$ cat src/rtl/tscap_pkg.sv
package tscap_pkg;

    localparam int NDIR      = 2;
    localparam int REG_W     = 32;
    localparam int ADDR_W    = 3;
    localparam int TIME_W    = 64;
    localparam int SEQ_W     = 16;
    localparam int OVF_W     = 8;
    localparam int VALID_BIT = 16;
    localparam int OVF_LSB   = 24;
    localparam int DIR_SPAN  = 4;

    typedef enum logic [1:0] {
        FLD_CTRL   = 2'd0,
        FLD_STATUS = 2'd1,
        FLD_TS_LO  = 2'd2,
        FLD_TS_HI  = 2'd3
    } field_e;

    typedef struct packed {
        logic             valid;
        logic [OVF_W-1:0] ovf;
        logic [SEQ_W-1:0] seq;
        logic [TIME_W-1:0] stamp;
    } slot_t;

    function automatic logic [REG_W-1:0] status_word(slot_t s);
        logic [REG_W-1:0] w;
        w = '0;
        w[SEQ_W-1:0]         = s.seq;
        w[VALID_BIT]         = s.valid;
        w[OVF_LSB +: OVF_W]  = s.ovf;
        return w;
    endfunction

    function automatic logic [ADDR_W-1:0] field_addr(int dir, field_e f);
        return ADDR_W'(dir * DIR_SPAN + int'(f));
    endfunction

endpackage

$ cat src/rtl/tscap_slot.sv
module tscap_slot
    import tscap_pkg::*;
(
    input  logic              clk,
    input  logic              rst,
    input  logic              en,
    input  logic              evt_stb,
    input  logic [SEQ_W-1:0]  evt_seq,
    input  logic [TIME_W-1:0] time_now,
    input  logic              clr,
    output logic [REG_W-1:0]  status,
    output logic [REG_W-1:0]  ts_lo,
    output logic [REG_W-1:0]  ts_hi
);

    localparam logic [OVF_W-1:0] OVF_MAX = '1;

    slot_t st_q;
    logic  cap;

    assign cap = en & evt_stb;

    always_ff @(posedge clk) begin
        if (rst) begin
            st_q <= '0;
        end else if (cap && (!st_q.valid || clr)) begin
            st_q.valid <= 1'b1;
            st_q.stamp <= time_now;
            st_q.seq   <= evt_seq;
            st_q.ovf   <= '0;
        end else if (clr) begin
            st_q.valid <= 1'b0;
            st_q.ovf   <= '0;
        end else if (cap && st_q.ovf != OVF_MAX) begin
            st_q.ovf <= st_q.ovf + 1'b1;
        end
    end

    assign status = status_word(st_q);
    assign ts_lo  = st_q.stamp[REG_W-1:0];
    assign ts_hi  = st_q.stamp[TIME_W-1:REG_W];

    assert_first_wins_R3: assert property (@(posedge clk) disable iff (rst)
        (st_q.valid && !clr) |=> ($stable(st_q.stamp) && $stable(st_q.seq) && st_q.valid));

    assert_ovf_saturate_R4: assert property (@(posedge clk) disable iff (rst)
        (st_q.ovf == OVF_MAX && !clr) |=> (st_q.ovf == OVF_MAX));

    assert_clear_R5: assert property (@(posedge clk) disable iff (rst)
        (clr && !cap) |=> (!st_q.valid && st_q.ovf == '0));

    assert_cap_beats_clear_R6: assert property (@(posedge clk) disable iff (rst)
        (clr && cap) |=> (st_q.valid && st_q.ovf == '0));

    assert_disabled_R7: assert property (@(posedge clk) disable iff (rst)
        (!en && !clr) |=> ($stable(st_q.valid) && $stable(st_q.ovf) && $stable(st_q.stamp)));

    assert_capture_R2: assert property (@(posedge clk) disable iff (rst)
        (cap && !st_q.valid) |=> (st_q.valid && st_q.stamp == $past(time_now)));

endmodule

$ cat src/rtl/tscap_regs.sv
module tscap_regs
    import tscap_pkg::*;
(
    input  logic                        clk,
    input  logic                        rst,
    input  logic                        reg_wr,
    input  logic [ADDR_W-1:0]           reg_addr,
    input  logic [REG_W-1:0]            reg_wdata,
    input  logic [NDIR-1:0][REG_W-1:0]  status_in,
    input  logic [NDIR-1:0][REG_W-1:0]  lo_in,
    input  logic [NDIR-1:0][REG_W-1:0]  hi_in,
    output logic [NDIR-1:0]             en,
    output logic [NDIR-1:0]             clr,
    output logic [REG_W-1:0]            reg_rdata
);

    logic [NDIR-1:0]  en_q;
    logic [REG_W-1:0] rd_q;
    logic [REG_W-1:0] rd_next;
    field_e           fld;
    logic             dsel;

    assign fld  = field_e'(reg_addr[1:0]);
    assign dsel = reg_addr[2];

    always_ff @(posedge clk) begin
        if (rst) begin
            en_q <= '0;
        end else if (reg_wr && reg_addr == field_addr(0, FLD_CTRL)) begin
            en_q <= reg_wdata[NDIR-1:0];
        end
    end

    for (genvar d = 0; d < NDIR; d++) begin : g_clr
        assign clr[d] = reg_wr && (reg_addr == field_addr(d, FLD_STATUS))
                        && reg_wdata[VALID_BIT];
    end

    always_comb begin
        rd_next = '0;
        case (fld)
            FLD_CTRL:   if (!dsel) rd_next[NDIR-1:0] = en_q;
            FLD_STATUS: rd_next = status_in[dsel];
            FLD_TS_LO:  rd_next = lo_in[dsel];
            FLD_TS_HI:  rd_next = hi_in[dsel];
            default:    rd_next = '0;
        endcase
    end

    always_ff @(posedge clk) begin
        if (rst) rd_q <= '0;
        else     rd_q <= rd_next;
    end

    assign en        = en_q;
    assign reg_rdata = rd_q;

    assert_hole_reads_zero_R9: assert property (@(posedge clk) disable iff (rst)
        (reg_addr == ADDR_W'(DIR_SPAN)) |=> (reg_rdata == '0));

    assert_clear_onehot_R8: assert property (@(posedge clk) disable iff (rst)
        $onehot0(clr));

endmodule

$ cat src/rtl/tscap_top.sv
module tscap_top
    import tscap_pkg::*;
(
    input  logic              clk,
    input  logic              rst,
    input  logic [63:0]       time_now,
    input  logic              rx_evt_stb,
    input  logic [15:0]       rx_evt_seq,
    input  logic              tx_evt_stb,
    input  logic [15:0]       tx_evt_seq,
    input  logic              reg_wr,
    input  logic [2:0]        reg_addr,
    input  logic [31:0]       reg_wdata,
    output logic [31:0]       reg_rdata
);

    logic [NDIR-1:0]             stb_v;
    logic [NDIR-1:0][SEQ_W-1:0]  seq_v;
    logic [NDIR-1:0]             en_v;
    logic [NDIR-1:0]             clr_v;
    logic [NDIR-1:0][REG_W-1:0]  status_v;
    logic [NDIR-1:0][REG_W-1:0]  lo_v;
    logic [NDIR-1:0][REG_W-1:0]  hi_v;

    assign stb_v = {tx_evt_stb, rx_evt_stb};
    assign seq_v = {tx_evt_seq, rx_evt_seq};

    for (genvar d = 0; d < NDIR; d++) begin : g_dir
        tscap_slot u_slot (
            .clk      (clk),
            .rst      (rst),
            .en       (en_v[d]),
            .evt_stb  (stb_v[d]),
            .evt_seq  (seq_v[d]),
            .time_now (time_now),
            .clr      (clr_v[d]),
            .status   (status_v[d]),
            .ts_lo    (lo_v[d]),
            .ts_hi    (hi_v[d])
        );
    end

    tscap_regs u_regs (
        .clk       (clk),
        .rst       (rst),
        .reg_wr    (reg_wr),
        .reg_addr  (reg_addr),
        .reg_wdata (reg_wdata),
        .status_in (status_v),
        .lo_in     (lo_v),
        .hi_in     (hi_v),
        .en        (en_v),
        .clr       (clr_v),
        .reg_rdata (reg_rdata)
    );

endmodule

$ cat config.mk
export PLATFORM = sky130hd
export DESIGN_NAME = tscap_top
export DESIGN_NICKNAME = d
export VERILOG_FILES = /design/src/rtl/tscap_pkg.sv /design/src/rtl/tscap_slot.sv /design/src/rtl/tscap_regs.sv /design/src/rtl/tscap_top.sv
export SDC_FILE = /design/constraint.sdc
export NUM_CORES = 1
export LEC_CHECK = 0
export BUFFER_PORTS_ARGS = -buffer_cell sky130_fd_sc_hd__buf_2
export CORE_UTILIZATION = 55
export CTS_BUF_LIST = sky130_fd_sc_hd__clkbuf_8
export CTS_CLUSTER_DIAMETER = 50
export DETAILED_ROUTE_END_ITERATION = 8
export PLACE_DENSITY = 0.79
export SKIP_LAST_GASP = 1
export SLEW_MARGIN = 30
export SYNTH_ARGS = -nofsm -noshare
export SYNTH_HDL_FRONTEND = slang
export SYNTH_SLANG_ARGS = --single-unit
$ cat constraint.sdc
create_clock -name clk -period 4.4 [get_ports clk]
set_input_delay 0.66 -clock clk [delete_from_list [all_inputs] [get_ports clk]]
set_output_delay 0.66 -clock clk [all_outputs]
set_load 0.05 [all_outputs]
Yosys cells after proc, flatten, opt, wreduce, memory -nomap -nowiden:

Index checks and enable logic that the tools add are counted.
W data, S select, Z words.

* reduce and logical (&&, ||, !) cells: 19
* multiplexer cells: 17
* add/sub/neg operators: 2
* equality and inequality tests: 7
* $mul: 0
* magnitude comparators: 1
* shifts and indexed selects: 0
* bitwise logic cells: 2
* divide/modulo/power cells: 0

Operator list (number)
* $mux W32: 6
* $pmux W30 S3: 1
* $mux W8: 4
* $mux W9: 2
* $add A8 B1 Y8 const B: 2
* $ne A8 B8 Y1 const B: 2
* $logic_and A1 B1 Y1: 9
* $pmux W2 S4: 1
* $reduce_or A3 Y1: 2
* $eq A2 B2 Y1 const B: 2
* $reduce_bool A2 Y1: 2
* $eq A3 B1 Y1 const B: 1
* $eq A3 B3 Y1 const B: 1
* $logic_not A3 Y1: 1
* $and A1 B1 Y1: 2
* $eq A2 B1 Y1 const B: 1
* $logic_not A1 Y1: 2
* $logic_not A2 Y1: 1
* $logic_or A1 B1 Y1: 2
* $lt A1 B2 Y1 const B: 1
* $mux W1: 2
* $mux W2: 1

* ROM bits: 0
* memories kept: 0
* bits in latches: 0
* flip-flop bits (word level): 212
* memory bits (writable): 0
* word-level logic and storage cells: 58
* bits of input ports: 136

Longest topological paths before layout:

Gate-level depths: netlist of run 1.

* depth after elaboration: 6
* mapped depth: 7
* gate-level depth less buffers: 5

By module:

A second synthesis of run 1 with hierarchy kept.

* cell total of the unflattened synthesis: 1137
* area total of the unflattened synthesis: 9753.1 um^2

By module, submodules not included
* tscap_slot: instances 2, cells each 427, area each 3575.9 um^2
* tscap_regs: instances 1, cells each 283, area each 2601.2 um^2

Worst setup path after synthesis of run 1:

Ideal clock, no wire load.

* path type: input to register
* start: input reg_addr[1]
* end: register g_dir[0].u_slot.st_q, in the netlist g_dir[0].u_slot.ts_hi[0]
* path buffers: 2
* library setup time: 72 ps
* arrival: 1860 ps
* data required time: 4328 ps
* stages: 6
* slack: 2468 ps
* cell sequence: or3b_4 -> o21ai_4 -> and2b_1 -> buf_6 -> buf_12 -> mux2i_1

* cells in the longest elaborated chain, start to end: 5

Ends and longest elaborated chain
* start: declaration: RTL line tscap_top.sv:12 `input logic [2:0] reg_addr,`
* $eq A3 B1 Y1: RTL line tscap_regs.sv:35 `assign clr[d] = reg_wr && (reg_addr == field_addr(d, FLD_STATUS))`
* $logic_and A1 B1 Y1: RTL line tscap_regs.sv:35
* $logic_and A1 B1 Y1: RTL line tscap_regs.sv:36 `&& reg_wdata[VALID_BIT];`
* $logic_or A1 B1 Y1: RTL line tscap_slot.sv:26 `end else if (cap && (!st_q.valid || clr)) begin`
* $logic_and A1 B1 Y1: RTL line tscap_slot.sv:26
* end: declaration: RTL line tscap_slot.sv:18 `slot_t st_q;`

No other way between the ends.
A chain may end at the register's enable or synchronous reset.

Worst setup path in the final report of run 1:

* start: register u_regs.en_q[1], in the netlist u_regs.en[1]
* end: register g_dir[1].u_slot.st_q, in the netlist g_dir[1].u_slot.ts_hi[29]

* cells in the longest elaborated chain, start to end: 2

Ends and longest elaborated chain
* start: declaration: RTL line tscap_regs.sv:17 `logic [NDIR-1:0] en_q;`
* start signal: assignment: RTL line tscap_regs.sv:30 `en_q <= reg_wdata[NDIR-1:0];`
* $and A1 B1 Y1: RTL line tscap_slot.sv:21 `assign cap = en & evt_stb;`
* $logic_and A1 B1 Y1: RTL line tscap_slot.sv:26
* end: declaration: RTL line tscap_slot.sv:18

No other way between the ends.

==> results.md, run 1 <==
- Status: finished, final reports clean
- Data required time at the worst endpoint: 4.82 ns
- Leakage: 0.00460 µW
- CP Capture Type: flop
- Cell at the root of the clock tree: clkbuf_8
- Io pins: 168
- Rel. slew slack: 0.392
- Max-Cap Viols: 0
- Final WS setup: 1.87 ns
- Synthesized instance count: 955
- Setup bufs post-CTS: 0
- Drt pass-1 iters: 7
- # setup viols final: 0
- DRC marker count from the first detailed-route iteration: 683
- Setup TNS: 0 ns
- Clk pwr share: 0.413
- Final cell count without fillers: 1313
- Die area: 17300 µm²
- Slowest-stage cell, CP: and2_2
- Post-route core utilization: 0.639
- Die W: 132 µm
- Fin crit share: 0.576
- H-tree depth: 2
- Seq/Total Area, Yosys: 0.459
- Worst vdd ir: 0.000204 V
- Clock skew: 0.0165 ns
- Slew @ Worst Pin: 0.911 ns
- Post-layout nets: 1205
- Post_cts resized: 0
- CTS max path bufs: 3
- Antenna violations before repair: 1
- Seq pwr share: 0.523
- Largest net degree at the start of global routing: 134
- Net count after synthesis: 1093
- Worst stage delay on the critical path: 0.77 ns
- Final RePlAce weighted congestion: 0.848
- CTS clk-pin slew, worst paths: 0.06 ns
- Antenna-violating nets left: 0
- Synth Cell Area: 9250 µm²
- Wirelength per Cell: 17.2 µm
- # hold bufs at CTS: 0
- Core region area: 16500 µm²
- Post-DP HPWL: 14800 µm
- TritonCTS Sinks: 212
- GR Overflow Total: 0
- TritonCTS clock tree: yes
- Combinational Power Share: 0.064
- GRT Total Usage: 0.262
- Final hold violation count: 0
- # rows: 47
- Layout area overhead: 14.1%
- Fin. max-slew vios: 0
- Wire length of the first global-routing pass: 36200 µm
- RSZ-0062 raised after global routing: no
- Internal power: 2800 µW
- Post-Place Worst Slack: 1.48 ns
- Synth cell types: 54
- Crit path max-delay family: simple AND/OR/NAND/NOR gates
- Clk Latency, worst-skew pair: 0.52 ns
- Crit-path max FO: 28
- Worst-path cell chain: and2_1 > and2_2 > buf_4 > mux2i_1
- Hold Crit Class: input pin to flop
- Initial Util: 0.560
- Number of enable flip-flop cells after synthesis: 0
- Post-synthesis register bit count: 212
- FMAX: 395 MHz
- Share of cells above drive strength 1: 0.229
- DR vias/cell: 5.59
- Setup CP Type: flop to flop
- Async S/R FF share, synth: 0
- Vias in the first global route: 7044
- DRC: 0
- CP Buf/Inv Count: 1
- Sw Share: 0.248
- Routed WL: 22500 µm
- Main flop type after synthesis: dfxtp_1
- Switch Pwr: 920 µW
- Cell Pwr Density: 352 nW/µm²
- WP data arrival: 2.96 ns
- Mean Syn Cell Area: 9.69 µm²
- Yosys Warn Count: 0
- Die Height: 132 µm
- TritonCTS Buffers: 35
- Placed Cells: 1250
- I/O Buffers: 138
- Via count: 7340
- Fin crit period: 2.53 ns
- Crit start category: flop
power groups by stage:
stage	logic, µW	registers (µW)	clock network [µW]
2_1_floorplan	143	1990	0
3_3_place_gp	234	1980	0
3_5_place_dp	236	1980	0
4_1_cts	237	1940	1560
5_1_grt	259	1940	1640
6_report	239	1940	1530
final timing paths:
kind                                                start                                 endpoint  slack (ns)  depth (start not counted)
setup reg to reg                u_regs.en[1]$_SDFFE_PP0P_   g_dir[1].u_slot.ts_hi[29]$_SDFFE_PP0P_        1.87                          4
hold / removal                              tx_evt_seq[8]   g_dir[1].u_slot.status[8]$_SDFFE_PP0P_        0.36                          2
hold reg to reg   g_dir[1].u_slot.status[15]$_SDFFE_PP0P_  g_dir[1].u_slot.status[15]$_SDFFE_PP0P_        0.45                          2
setup / recovery                u_regs.en[1]$_SDFFE_PP0P_   g_dir[1].u_slot.ts_hi[29]$_SDFFE_PP0P_        1.87                          4
placed cells by master (no fill, tap or decap), types with 3 or more instances in the layout:
master,n
o22a_1,7
inv_1,24
mux2_2,38
a22o_1,14
mux2i_1,170
a31o_1,15
a222oi_1,18
buf_2,138
mux4_2,6
nor3_1,5
nand2_1,246
o21ai_0,7
clkbuf_8,37
buf_4,10
nand4_1,5
nand3_1,9
xor2_1,4
a211oi_1,3
clkinvlp_4,3
a22oi_1,5
nor2_1,46
a21oi_1,22
dfxtp_1,212
kinds of logic (layout without fill, tap and decap cells):
group,after synthesis,in the layout,synth area share
other cells,0,1,0
flops,212,212,0.459
compound gates,107,107,0.0910
mux,214,214,0.245
xor+xnor,6,6,0.00568
fa+ha+maj,2,2,0.00270
buf+inv,79,216,0.0473
simple gates,335,335,0.150
worst reg2reg max path: cells and delay by family (launching register included):
family | cells | cell delay (ns)
buf+inv | 1 | 0.32
flops | 1 | 0.40
mux | 1 | 0.23
simple gates | 2 | 1.48
Yosys cell counts, types with 8 or more instances:
cell      count  area, µm²
a21oi_1      22        110
a222oi_1     18        180
a22o_1       14        123
a31o_1       15        131
buf_2        15       75.1
clkbuf_1     43        161
dfxtp_1     212       4240
mux2_2       38        428
mux2i_1     170       1700
nand2_1     247        927
nand3_1       9       45.0
nor2_1       46        173
o21ai_0       8       40.0
sequential cells by signal, summed over array words and instances, names as in the netlist:
register,cells
g_dir.u_slot.ts_hi,64
g_dir.u_slot.ts_lo,64
g_dir.u_slot.status,50
u_regs.reg_rdata,32
u_regs.en,2
per-stage QoR:
| stage | hold slack, ns | area, µm² | power, µW |
|---|---|---|---|
| 2_1_floorplan | 0.426 | 9250 | 2130 |
| 3_3_place_gp | 0.439 | 9920 | 2220 |
| 3_5_place_dp | 0.445 | 9930 | 2220 |
| 4_1_cts | 0.337 | 10500 | 3740 |
| 5_1_grt | 0.342 | 10600 | 3850 |
| 6_report | 0.362 | 10600 | 3720 |
cell type report:
type	count	area, µm²
fill	1346	5970
inverter	4	20.0
timing repair buffer	150	806
sequential	212	4240
clock inverter	25	106
antenna	1	2.50
tap	220	275
clock buffer	37	509
multi-input combinational	664	4590
per-layer routing:
metal  vias to the layer above  global-route usage  routed length [µm]
met5                         -                   0                   0
met3                        28              0.0640                1670
li1                       3557                   -                   -
met1                      3507               0.361               10500
met2                       248               0.402               10000
met4                         0              0.0795                 397
No activity file was read; power rests on OpenSTA's default activity.
==> run 2, diff against run 1 <==
- CORE_UTILIZATION: 55 -> 52
- PLACE_DENSITY: 0.79 -> 0.78
- clock period: 4.4 -> 2.1 ns (I/O delays scaled with it)
==> run 2 against run 1 <==
Compared with the run above:
- clock power up 120%
- critical path type unchanged
- first-iteration DRC count down 0.73%
- clock skew down 0.0042 ns
- worst setup slack worse by 1.4 ns
- flip-flop and latch count unchanged
- highest routed layer unchanged
- sequential share of layout area down 1.2 points
==> results.md, run 2 (synthesized netlist as in run 1, its figures left out) <==
- DR vias/cell: 5.49 (was 5.59)
- Setup CP Type: flop to flop (unchanged)
- Die W: 135 µm (was 132 µm)
- Antenna-violating nets left: 0 (unchanged)
- Crit-path max FO: 28 (unchanged)
- Hold path cells: 2 (unchanged)
- Crit path max-delay family: simple AND/OR/NAND/NOR gates (unchanged)
- DRC: 0 (unchanged)
- Final WS setup: 0.466 ns (was 1.87 ns)
- Final hold violation count: 0 (unchanged)
- Drt pass-1 iters: 7 (unchanged)
- Wirelength per Cell: 16.9 µm (was 17.2 µm)
- Hold Crit Class: input pin to flop (unchanged)
- WP data arrival: 2.06 ns (was 2.96 ns)
- Largest net degree at the start of global routing: 54 (was 134)
- Setup bufs post-CTS: 0 (unchanged)
- DRC marker count from the first detailed-route iteration: 678 (was 683)
- Leakage: 0.00476 µW (was 0.00460 µW)
- Wire length of the first global-routing pass: 35900 µm (was 36200 µm)
- CP Buf/Inv Count: 1 (unchanged)
- Antenna violations before repair: 0 (was 1)
- Rel. slew slack: 0.557 (was 0.392)
- Most frequent cells in the layout: nand2_1, dfxtp_1, mux2i_1 (unchanged)
- Final RePlAce weighted congestion: 0.872 (was 0.848)
- Slew @ Worst Pin: 0.663 ns (was 0.911 ns)
- I/O Buffers: 138 (unchanged)
- Slowest-stage cell, CP: dfxtp_1 (was and2_2)
- Sequential cell area: 4240 µm² (unchanged)
- Core region area: 17400 µm² (was 16500 µm²)
- Area of the multi-input gates: 4580 µm² (was 4590 µm²)
- Worst Reg-to-Reg Cells: 4 (unchanged)
- Die Height: 135 µm (was 132 µm)
- Vias in the first global route: 7100 (was 7044)
- Initial Util: 0.533 (was 0.560)
- Share of cells above drive strength 1: 0.247 (was 0.229)
- Worst path depth: 4 (unchanged)
- Post-DP HPWL: 15600 µm (was 14800 µm)
- FMAX: 612 MHz (was 395 MHz)
- Io pins: 168 (unchanged)
- Die area: 18300 µm² (was 17300 µm²)
- CTS max path bufs: 3 (unchanged)
- Max-Cap Viols: 0 (unchanged)
- Setup TNS: 0 ns (unchanged)
- Most common cell after layout, fill and taps aside: nand2_1 (unchanged)
- Cell Pwr Density: 739 nW/µm² (was 352 nW/µm²)
- Via count: 7349 (was 7340)
- Fillers: 1419 (was 1346)
- Worst-path cell chain: nand2_1 > and2b_4 > buf_12 > mux2i_1 (was and2_1 > and2_2 > buf_4 > mux2i_1)
- RSZ-0062 raised after global routing: no (unchanged)
- CP Capture Type: flop (unchanged)
- Fin. max-slew vios: 0 (unchanged)
- Clock skew: 0.0123 ns (was 0.0165 ns)
- Status: finished, final reports clean (unchanged)
- Cell at the root of the clock tree: clkbuf_8 (unchanged)
- Layout area overhead: 17.6% (was 14.1%)
- R2R Setup Slk: 0.47 ns (was 1.87 ns)
- Post-Place Worst Slack: 0.231 ns (was 1.48 ns)
- Crit start category: flop (unchanged)
- # rows: 48 (was 47)
- Worst vdd ir: 0.000483 V (was 0.000204 V)
- TritonCTS Buffers: 35 (unchanged)
- Post-layout nets: 1232 (was 1205)
- Clk Latency, worst-skew pair: 0.51 ns (was 0.52 ns)
- Routed WL: 22600 µm (was 22500 µm)
- GR Overflow Total: 0 (unchanged)
- Fin crit period: 1.63 ns (was 2.53 ns)
- TritonCTS Sinks: 212 (unchanged)
- Fin crit share: 0.778 (was 0.576)
- H-tree depth: 2 (unchanged)
- GRT Total Usage: 0.250 (was 0.262)
- Worst stage delay on the critical path: 0.47 ns (was 0.77 ns)
- # setup viols final: 0 (unchanged)
- Data required time at the worst endpoint: 2.52 ns (was 4.82 ns)
- Diodes inserted: 0 (was 1)
- TritonCTS clock tree: yes (unchanged)
- CTS clk-pin slew, worst paths: 0.06 ns (about the same)
[run 2: changes by cell type in the layout (fill, tap and decap cells not counted), sizes merged]
cell	before	now
buf	150	173
clkbuf	37	45
clkinv	1	0
clkinvlp	3	0
diode	1	0
dlygate4sd3	0	4
inv	25	16
[run 2: layout make-up]
class	count	area share
inverters	4	0.00184
clock inverters	12	0.00414
flip-flops and latches	212	0.390
multi-input cells	664	0.421
well taps	225	0.0259
repair buffers	177	0.101
clock buffers	45	0.0569
[run 2: worst register-to-register path, stage by stage, from the launching register on]
cell and delay, ns:
dfxtp_1 0.47, nand2_1 0.21, and2b_4 0.38, buf_12 0.24, mux2i_1 0.25
[run 2: what timing repair did]
action | CTS | global route
hold endpoints to repair | 3 | 1
resized for setup | 0 | 0
hold buffers | 3 | 1
[run 2: worst paths after layout]
path                                                          endpoint                                  start
worst max-delay path             g_dir[0].u_slot.ts_lo[5]$_SDFFE_PP0P_              u_regs.en[0]$_SDFFE_PP0P_
worst min-delay path            g_dir[1].u_slot.status[6]$_SDFFE_PP0P_                          tx_evt_seq[6]
worst max register to register   g_dir[0].u_slot.ts_lo[5]$_SDFFE_PP0P_              u_regs.en[0]$_SDFFE_PP0P_
worst min register to register   g_dir[0].u_slot.ts_lo[3]$_SDFFE_PP0P_  g_dir[0].u_slot.ts_lo[3]$_SDFFE_PP0P_
[run 2: through the flow]
step                       util  hold slack [ns]  power, µW  instance area [µm²]  instances
after CTS                 0.627        0.0000350       8110                10900       1338
after global routing      0.627          0.00218       8340                10900       1339
after floorplan               -            0.426       4460                 9250        955
after global placement    0.586            0.438       4680                10200       1278
after detailed placement  0.587            0.446       4680                10200       1278
final                     0.627           0.0241       8050                10900       1339
[run 2: where the power goes]
part	internal [µW]	switching, µW	total (µW)
sequential	4050	17.4	4070
combinational	212	324	536
clock	1900	1540	3440
[run 2: per-layer routing]
layer | routed length (µm) | global-route usage
met5 | 0 | 0
met4 | 457 | 0.0855
met3 | 1380 | 0.0456
met2 | 10200 | 0.381
met1 | 10600 | 0.353
